--- src/rtl/wbuf_pkg.sv ---
package wbuf_pkg;

  // Circular successor of a slot number within a ring of n slots.
  function automatic int ring_next(input int p, input int n);
    return (p == n - 1) ? 0 : p + 1;
  endfunction

  // Index width that is at least one bit.
  function automatic int idx_bits(input int n);
    return (n > 1) ? $clog2(n) : 1;
  endfunction

endpackage

--- src/rtl/wbuf_lookup.sv ---
module wbuf_lookup #(
  parameter int N     = 4,
  parameter int TAG_W = 14,
  parameter int IDX_W = 2
) (
  input  logic [N-1:0]            occ,
  input  logic [N-1:0][TAG_W-1:0] tags,
  input  logic [TAG_W-1:0]        key,
  output logic [N-1:0]            match_vec,
  output logic                    hit,
  output logic [IDX_W-1:0]        idx
);

  // Parallel tag compare across every slot.
  for (genvar e = 0; e < N; e++) begin : g_cmp
    assign match_vec[e] = occ[e] && (tags[e] == key);
  end

  assign hit = |match_vec;

  // Blocks are unique in the buffer, so a plain encoder suffices.
  always_comb begin
    idx = '0;
    for (int i = N - 1; i >= 0; i--) begin
      if (match_vec[i]) idx = IDX_W'(i);
    end
  end

endmodule

--- src/rtl/wbuf_entries.sv ---
module wbuf_entries #(
  parameter int N      = 4,
  parameter int TAG_W  = 14,
  parameter int WORDS  = 4,
  parameter int DATA_W = 32,
  parameter int IDX_W  = 2,
  parameter int OFF_W  = 2,
  parameter int CNT_W  = 3
) (
  input  logic                                clk,
  input  logic                                rst_n,
  input  logic                                st_fire,
  input  logic                                st_alloc,
  input  logic [IDX_W-1:0]                    st_merge_idx,
  input  logic [TAG_W-1:0]                    st_tag,
  input  logic [OFF_W-1:0]                    st_word,
  input  logic [DATA_W-1:0]                   st_data,
  input  logic                                pop,
  output logic [N-1:0]                        occ,
  output logic [N-1:0][TAG_W-1:0]             tags,
  output logic [N-1:0][WORDS-1:0]             mask,
  output logic [N-1:0][WORDS-1:0][DATA_W-1:0] data,
  output logic [IDX_W-1:0]                    head,
  output logic [CNT_W-1:0]                    count
);
  import wbuf_pkg::*;

  logic [IDX_W-1:0] tail;
  logic             do_alloc;
  logic             do_merge;

  assign do_alloc = st_fire && st_alloc;
  assign do_merge = st_fire && !st_alloc;

  for (genvar e = 0; e < N; e++) begin : g_slot
    always_ff @(posedge clk) begin
      if (!rst_n) begin
        occ[e]  <= 1'b0;
        tags[e] <= '0;
        mask[e] <= '0;
        data[e] <= '0;
      end else begin
        if (pop && head == IDX_W'(e)) occ[e] <= 1'b0;
        if (do_alloc && tail == IDX_W'(e)) begin
          occ[e]  <= 1'b1;
          tags[e] <= st_tag;
          for (int w = 0; w < WORDS; w++) begin
            mask[e][w] <= (st_word == OFF_W'(w));
            data[e][w] <= (st_word == OFF_W'(w)) ? st_data : '0;
          end
        end else if (do_merge && st_merge_idx == IDX_W'(e)) begin
          mask[e][st_word] <= 1'b1;
          data[e][st_word] <= st_data;
        end
      end
    end
  end

  always_ff @(posedge clk) begin
    if (!rst_n) begin
      head  <= '0;
      tail  <= '0;
      count <= '0;
    end else begin
      if (pop)      head <= IDX_W'(ring_next(int'(head), N));
      if (do_alloc) tail <= IDX_W'(ring_next(int'(tail), N));
      case ({do_alloc, pop})
        2'b10:   count <= count + 1'b1;
        2'b01:   count <= count - 1'b1;
        default: count <= count;
      endcase
    end
  end

endmodule

--- src/rtl/merge_wbuf.sv ---
module merge_wbuf #(
  parameter int ENTRIES = 4,
  parameter int WORDS   = 4,
  parameter int DATA_W  = 32,
  parameter int ADDR_W  = 16,
  localparam int OFF_W  = $clog2(WORDS),
  localparam int TAG_W  = ADDR_W - OFF_W
) (
  input  logic                    clk,
  input  logic                    rst_n,
  input  logic                    st_valid,
  output logic                    st_ready,
  input  logic [ADDR_W-1:0]       st_addr,
  input  logic [DATA_W-1:0]       st_data,
  input  logic [ADDR_W-1:0]       rd_addr,
  output logic                    rd_ready,
  output logic                    rd_hit,
  output logic [DATA_W-1:0]       rd_data,
  output logic                    mem_valid,
  input  logic                    mem_ready,
  output logic [TAG_W-1:0]        mem_addr,
  output logic [WORDS-1:0]        mem_mask,
  output logic [WORDS*DATA_W-1:0] mem_data
);
  import wbuf_pkg::*;

  localparam int IDX_W = idx_bits(ENTRIES);
  localparam int CNT_W = $clog2(ENTRIES + 1);

  logic [ENTRIES-1:0]                        occ;
  logic [ENTRIES-1:0][TAG_W-1:0]             tags;
  logic [ENTRIES-1:0][WORDS-1:0]             mask;
  logic [ENTRIES-1:0][WORDS-1:0][DATA_W-1:0] data;
  logic [IDX_W-1:0]                          head;
  logic [CNT_W-1:0]                          count;

  logic [TAG_W-1:0]   st_tag, rd_tag;
  logic [OFF_W-1:0]   st_word, rd_word;
  logic [ENTRIES-1:0] s_vec, r_vec;
  logic               s_hit, r_hit;
  logic [IDX_W-1:0]   s_idx, r_idx;
  logic               st_fire, pop, full, word_held;

  assign st_tag  = st_addr[ADDR_W-1:OFF_W];
  assign st_word = st_addr[OFF_W-1:0];
  assign rd_tag  = rd_addr[ADDR_W-1:OFF_W];
  assign rd_word = rd_addr[OFF_W-1:0];

  wbuf_lookup #(.N(ENTRIES), .TAG_W(TAG_W), .IDX_W(IDX_W)) u_st_look (
    .occ(occ), .tags(tags), .key(st_tag),
    .match_vec(s_vec), .hit(s_hit), .idx(s_idx)
  );

  wbuf_lookup #(.N(ENTRIES), .TAG_W(TAG_W), .IDX_W(IDX_W)) u_rd_look (
    .occ(occ), .tags(tags), .key(rd_tag),
    .match_vec(r_vec), .hit(r_hit), .idx(r_idx)
  );

  // Store admission: merge anywhere but the offered entry, else need room.
  assign full     = (count == CNT_W'(ENTRIES));
  assign st_ready = s_hit ? (s_idx != head) : !full;
  assign st_fire  = st_valid && st_ready;

  // Memory side: oldest entry is always the one on offer.
  assign mem_valid = occ[head];
  assign mem_addr  = tags[head];
  assign mem_mask  = mask[head];
  assign mem_data  = data[head];
  assign pop       = mem_valid && mem_ready;

  // Read-miss probe: pass, bypass, or hold off on a partial conflict.
  assign word_held = r_hit && mask[r_idx][rd_word];
  assign rd_ready  = !r_hit || word_held;
  assign rd_hit    = word_held;
  assign rd_data   = word_held ? data[r_idx][rd_word] : '0;

  wbuf_entries #(
    .N(ENTRIES), .TAG_W(TAG_W), .WORDS(WORDS), .DATA_W(DATA_W),
    .IDX_W(IDX_W), .OFF_W(OFF_W), .CNT_W(CNT_W)
  ) u_entries (
    .clk(clk), .rst_n(rst_n),
    .st_fire(st_fire), .st_alloc(!s_hit), .st_merge_idx(s_idx),
    .st_tag(st_tag), .st_word(st_word), .st_data(st_data),
    .pop(pop),
    .occ(occ), .tags(tags), .mask(mask), .data(data),
    .head(head), .count(count)
  );

  // the offer is frozen while memory back-pressures.
  a_r8_offer_hold: assert property (@(posedge clk) disable iff (!rst_n)
    mem_valid && !mem_ready |=> mem_valid && $stable(mem_addr)
                              && $stable(mem_mask) && $stable(mem_data));

  // merging keeps every block in at most one entry.
  a_r3_unique_block: assert property (@(posedge clk) disable iff (!rst_n)
    $onehot0(s_vec) && $onehot0(r_vec));

  // a bypass hit is never a stalled probe.
  a_r6_hit_ready: assert property (@(posedge clk) disable iff (!rst_n)
    rd_hit |-> rd_ready);

  // a fresh allocation without a drain grows the occupancy by one.
  a_r2_alloc_grows: assert property (@(posedge clk) disable iff (!rst_n)
    st_valid && st_ready && !s_hit && !pop |=> count == $past(count) + 1'b1);

  // occupancy moves by at most one per cycle and never exceeds the size.
  a_r9_single_step: assert property (@(posedge clk) disable iff (!rst_n)
    st_valid && st_ready && s_hit && pop |=> count == $past(count) - 1'b1);

  a_r4_no_overflow: assert property (@(posedge clk) disable iff (!rst_n)
    full && !s_hit |-> !st_ready);

endmodule

--- config.mk ---
export PLATFORM = sky130hd
export DESIGN_NAME = merge_wbuf
export DESIGN_NICKNAME = d
export VERILOG_FILES = /design/src/rtl/wbuf_pkg.sv /design/src/rtl/wbuf_lookup.sv /design/src/rtl/wbuf_entries.sv /design/src/rtl/merge_wbuf.sv
export SDC_FILE = /design/constraint.sdc
export NUM_CORES = 2
export LEC_CHECK = 0
export BUFFER_PORTS_ARGS = -buffer_cell sky130_fd_sc_hd__buf_2
export CORE_MARGIN = 10
export CORE_UTILIZATION = 31
export CTS_CLUSTER_DIAMETER = 50
export DETAILED_ROUTE_END_ITERATION = 8
export PLACE_DENSITY = 0.47
export RECOVER_POWER = 25
export SYNTH_ARGS = -nofsm -noshare
export SYNTH_HDL_FRONTEND = slang
export SYNTH_SLANG_ARGS = --single-unit
--- constraint.sdc ---
create_clock -name clk -period 3.25 [get_ports clk]
set_input_delay 0.1625 -clock clk [delete_from_list [all_inputs] [get_ports clk]]
set_output_delay 0.1625 -clock clk [all_outputs]
set_load 0.01 [all_outputs]
# [Word level (Yosys, flattened, before mapping)]
# Cells that the tools add are included.
[word_totals] rom_bits=0 ramBits=0 output_inout_bits=182 n_memories=0 reg_bits=595 latchBits=0
[classes] n_reduce_logical=45 div_mod_pow=0 magnitude_cmp=5 shifts=0 eq_ne=26 addsub=4 mux=65 bitwise=4 n_mul=0
[op_table] op="$mux W128" n=10
[op_table] op="$bmux W128 S2" n=2
[op_table] op="$bwmux W128" n=4
[op_table] op="$mux W32" n=7
[op_table] op="$eq A14 B14 Y1" n=8
[op_table] op="$bmux W32 S2" n=1
[op_table] op="$demux W32 S2" n=1
[op_table] op="$mux W4" n=10
[op_table] op="$bmux W14 S2" n=1
[op_table] op="$logic_and A1 B1 Y1" n=26
[op_table] op="$mux W2" n=10
[op_table] op="$eq A2 B2 Y1 const B" n=9
[op_table] op="$reduce_bool A2 Y1" n=9
[op_table] op="$bmux W4 S2" n=2
[op_table] op="$or A4 B4 Y4" n=4
[op_table] op="$eq A2 B1 Y1 const B" n=7
[op_table] op="$mux W14" n=1
[op_table] op="$lt A2 B3 Y1 const B" n=4
[op_table] op="$mux W1" n=12
[op_table] op="$logic_not A2 Y1" n=4
[op_table] op="$reduce_or A4 Y1" n=2
[op_table] op="$pmux W3 S2" n=1
[op_table] op="$add A2 B1 Y2 const B" n=2
[op_table] op="$bmux W1 S2" n=2
[op_table] op="8 further kinds" n=10

# [Depth between registers and ports, before layout]
[depth] ltp_word=13 mapped_depth=13 ltp_nobuf=11

# [Hierarchy]
# From an unflattened synthesis, not the netlist that was laid out.
[unflattened] hier_cells=2370 hier_area_um2=28747.6
[modules_own_cells] module="wbuf_entries" area_per_inst_um2=19334.8 cells_each=1689 n_inst=1
[modules_own_cells] module="merge_wbuf" area_per_inst_um2=7718.7 cells_each=487 n_inst=1
[modules_own_cells] module="wbuf_lookup" area_per_inst_um2=847.1 cells_each=97 n_inst=2

# [Worst setup path before layout]
# No wires, ideal clock.
[synth_timing] kind="register to output" startpoint="register u_entries.tags[32] (netlist name)" endpoint="output port rd_data[1]" t_arrival_ns=2.672 slack_ns=0.415 stages_incl_launch_ff=12 cell_sequence="dfxtp_1 xnor2_1 nand4_1 or4_1 buf_2 a211oi_4 inv_2 buf_6 buf_2 nand3_1 a221oi_1 a2111oi_1"
[synth_between] elab_chain_len=11 elab_cells_between_ends=16
[synth_rtl] item="start, declared" line_no="wbuf_entries.sv:20" text="output logic [N-1:0][TAG_W-1:0] tags,"
[synth_rtl] item="start signal, assigned by index" line_no="wbuf_entries.sv:46" text="tags[e] <= st_tag;"
[synth_rtl] item="$eq A14 B14 Y1 (*)" line_no="wbuf_lookup.sv:16" text="assign match_vec[e] = occ[e] && (tags[e] == key);"
[synth_rtl] item="$logic_and A1 B1 Y1 (*)" line_no="wbuf_lookup.sv:16"
[synth_rtl] item="$mux W2 (3 in series)" line_no="wbuf_lookup.sv:25" text="if (match_vec[i]) idx = IDX_W'(i);"
[synth_rtl] item="$bmux W4 S2" line_no="merge_wbuf.sv:72" text="assign word_held = r_hit && mask[r_idx][rd_word];"
[synth_rtl] item="$mux W4 (implied by the code)" line_no="merge_wbuf.sv:72"
[synth_rtl] item="$bmux W1 S2" line_no="merge_wbuf.sv:72"
[synth_rtl] item="$mux W1 (implied by the code)" line_no="merge_wbuf.sv:72"
[synth_rtl] item="$logic_and A1 B1 Y1" line_no="merge_wbuf.sv:72"
[synth_rtl] item="$mux W32 (*)" line_no="merge_wbuf.sv:75" text="assign rd_data = word_held ? data[r_idx][rd_word] : '0;"
[synth_rtl] item="end, declared" line_no="merge_wbuf.sv:18" text="output logic [DATA_W-1:0] rd_data,"
# Every way passes the cells marked *; elsewhere a longest branch is shown, timed or not. The select of a mux whose other input is x is not followed.

# [Final worst setup path]
[layout_timing] startpoint="register u_entries.tags[39] (netlist name)" endpoint="output port rd_data[11]"
# Same word-level chain as after synthesis.

==> results.json <==
{
  "status": "complete, but fails checks",
  "violations": "capacitance limit, slew limit, setup timing",
  "cp_common_cell": "buf_4",
  "maxCapViolCount": 1,
  "ioPinCount": 250,
  "port_buffers": 249,
  "ys_ff_latch": 595,
  "min_path_type": "input port to register",
  "grt-ovfl-total": 0,
  "start_util": 0.312,
  "synth_cells": 3236,
  "synth_simple_gate_area_share": 0.150,
  "synthXorXnorAreaFrac": 0.0320,
  "worst_pin_slew_ps": 1550,
  "synth_area_sq_um": 31200,
  "clock-sinks": 595,
  "start_kind": "register",
  "grt_max_degree": 100,
  "worstPathCellList": "xnor2_2, buf_4, nand4_1, buf_4, buf_4, buf_4, buf_4, buf_4, nor4_1, buf_4, or4_1, o31ai_4, buf_6, buf_12, buf_8, a2111oi_4, buf_2",
  "setup_viol": 326,
  "synth_edf_count": 0,
  "synth_top_area_share": 0.382,
  "ant_nets": 0,
  "dieArea_sq_um": 114000,
  "setup_ws_ps": -847,
  "final_nets": 3718,
  "rrSetupSlack_ps": -380,
  "peakVddDrop_v": 0.000501,
  "slew_violations": 25,
  "drt-vias-per-instance": 6.06,
  "antenna_found_initial": 6,
  "final.setup_skew_ps": 58.6,
  "n_fill_cell": 9583,
  "drc": 0,
  "grt_pass1_wl_um": 217000,
  "synth_adder_area_share": 0.00425,
  "placed_area_sq_um": 36800,
  "required_ps": 3090,
  "fin_crit_ps": 4100,
  "finalSetupTns_ps": -71640,
  "yosys_warnings": 0,
  "worst_skew_pair.late_latency_ps": 680,
  "cp_slowest_cell": "nor4_1",
  "routabilityCongestion": 0.911,
  "rows": 116,
  "reg2reg_depth": 8,
  "holdPathStages": 4,
  "slew_headroom": -0.0355,
  "synth-compound-area-share": 0.256,
  "vias": 30390,
  "synth_area_per_cell_sq_um": 9.64,
  "holdWs_ps": 191,
  "coreArea_sq_um": 100000,
  "grt_use_total": 0.255,
  "path_depth": 17,
  "yosys.area.top_type": "dfxtp_1",
  "die_y_um": 337,
  "fp.dieW_um": 337,
  "h-tree-depth": 3,
  "grt_setup_unrepaired": "true",
  "worstPathArrival_ps": 3930,
  "drt-total-wl_um": 150000,
  "path_delay_family": "buffers and inverters",
  "clk_root_buffer_cell": "clkbuf_16",
  "grt_pass1_vias": 29516,
  "path_class": "register to output port",
  "area_delta_synth_final_pct": 34.1,
  "syn_nets": 3314,
  "dr.pass1.iters": 7,
  "wl_per_cell_um": 30.0,
  "yosysMostFrequentCell": "dfxtp_1",
  "power.density_nw_per_um2": 500,
  "synth_mux_area_frac": 0.116,
  "p_leak_uw": 0.0156,
  "synth_ff_type": "dfxtp_1",
  "design_area_sq_um": 41800,
  "crit_fanout": 6,
  "yosys-top-cells-count": "dfxtp_1 (595), nor2b_1 (298), nand3_1 (275)",
  "finalHoldViolCount": 0,
  "cts-buffers-inserted": 94,
  "min_period_over_period": 1.26,
  "drt_iter0_markers": 3346,
  "synthTopCellsByArea": "dfxtp_1 (38%), mux4_2 (11%), a22o_1 (7.0%), a22oi_1 (6.2%), nor2b_1 (6.0%)",
  "synth_cell_type_count": 68,
  "clockBufferDepth": 3,
  "drive_gt1_frac": 0.301,
  "cp_num_buf_inv": 11,
  "slowest_delay_ps": 350,
  "max_freq_mhz": 244,
  "clkSlewWorstSetupHoldPaths_ps": 50,
  "synth_top_family_by_area": "compound AO/OA/AOI/OAI gates",
  "tritoncts": "yes",
  "async_reset_ff_frac": 0,
  "yosysSeqAreaShare": 0.382,
  "endpoint_kind": "output port",
  "dpl.hpwl_um": 96400
}
[placed cells by master, fill, tap and decap left out, types with 21 or more instances in the layout]
cell / count
clkbuf_1: 31
nand2_1: 109
buf_4: 299
dlygate4sd3_1: 47
mux2i_1: 30
a21oi_1: 108
nand3_1: 269
xnor2_1: 96
o21ai_0: 113
nand4_1: 50
clkbuf_16: 97
buf_12: 102
and2_1: 40
a21boi_1: 22
a21oi_4: 21
nor2b_1: 298
a22oi_1: 256
o22ai_1: 124
a32oi_1: 30
buf_2: 224
mux4_2: 147
a22o_1: 248
dfxtp_1: 590
[where the power goes]
group / leakage, uW / internal (uW) / switching (uW) / total (uW)
clock network: 0.00162 / 6760 / 3980 / 10700
registers: 0.00481 / 7440 / 129 / 7570
logic: 0.00921 / 1010 / 1610 / 2620
[logic make-up after synthesis]
| logic type | Yosys count |
|---|---|
| DFF | 595 |
| xor gates and xnor gates | 114 |
| muxes | 177 |
| buffers and inverters | 430 |
| and+or+nand+nor | 833 |
| AOI/OAI and AO/OA | 1077 |
| adders and majority gates | 10 |
[tightest hold or removal path, cell delays in order]
cell      delay, ps
buf_2           150
and2_1          250
o21ai_0         120
a21boi_0         80
[what timing repair did]
action | in CTS | in global routing
hold buffers | 47 | 0
cloned | 7 | 2
endpoints found under the setup margin | 36 | 166
pin swaps | 32 | 16
resized for setup | 93 | 38
hold endpoints to repair | 327 | 0
setup buffers | 22 | 9
[routing by layer]
| metal | wire, um | vias to the layer above | global-route usage |
|---|---|---|---|
| li1 | - | 13193 | - |
| met1 | 65200 | 15281 | 0.352 |
| met2 | 67300 | 1602 | 0.395 |
| met3 | 12900 | 310 | 0.0528 |
| met4 | 5060 | 4 | 0.0814 |
| met5 | 21 | - | 0 |
[metrics by stage]
step	setup WS (ps)	total power [uW]	instances	util
2_1_floorplan	415	8960	3236	-
3_3_place_gp	-564	10200	4760	0.368
3_5_place_dp	-543	10200	4760	0.368
4_1_cts	-804	21000	5005	0.416
5_1_grt	-935	21500	5015	0.418
6_report	-847	20900	5016	0.418
[final timing paths]
path,start,endpoint
setup / recovery,u_entries.tags[39],rd_data[11]
hold / removal,st_addr[0],u_entries.mask[15]
setup reg to reg,u_entries.head[0],u_entries.count[2]
hold reg to reg,u_entries.data[287],u_entries.data[287]
[state kept, by name (all words and copies together), names as in the netlist]
signal,flops
u_entries.mask,16
u_entries.data,512
u_entries.tags,56
u_entries.count,3
u_entries.occ,4
u_entries.head,2
u_entries.tail,2
[area by class of cell]
class | count | area (sq um) | area share
flip-flops and latches | 595 | 11900 | 0.285
clock buffers | 126 | 2680 | 0.0639
clock inverters | 47 | 649 | 0.0155
multi-input cells | 2211 | 18400 | 0.439
well taps | 1298 | 1620 | 0.0388
repair buffers | 725 | 6560 | 0.157
diodes | 1 | 2.50 | 0.0000598
inverters | 13 | 61.3 | 0.00147
Power figures use the tool's default switching activity.
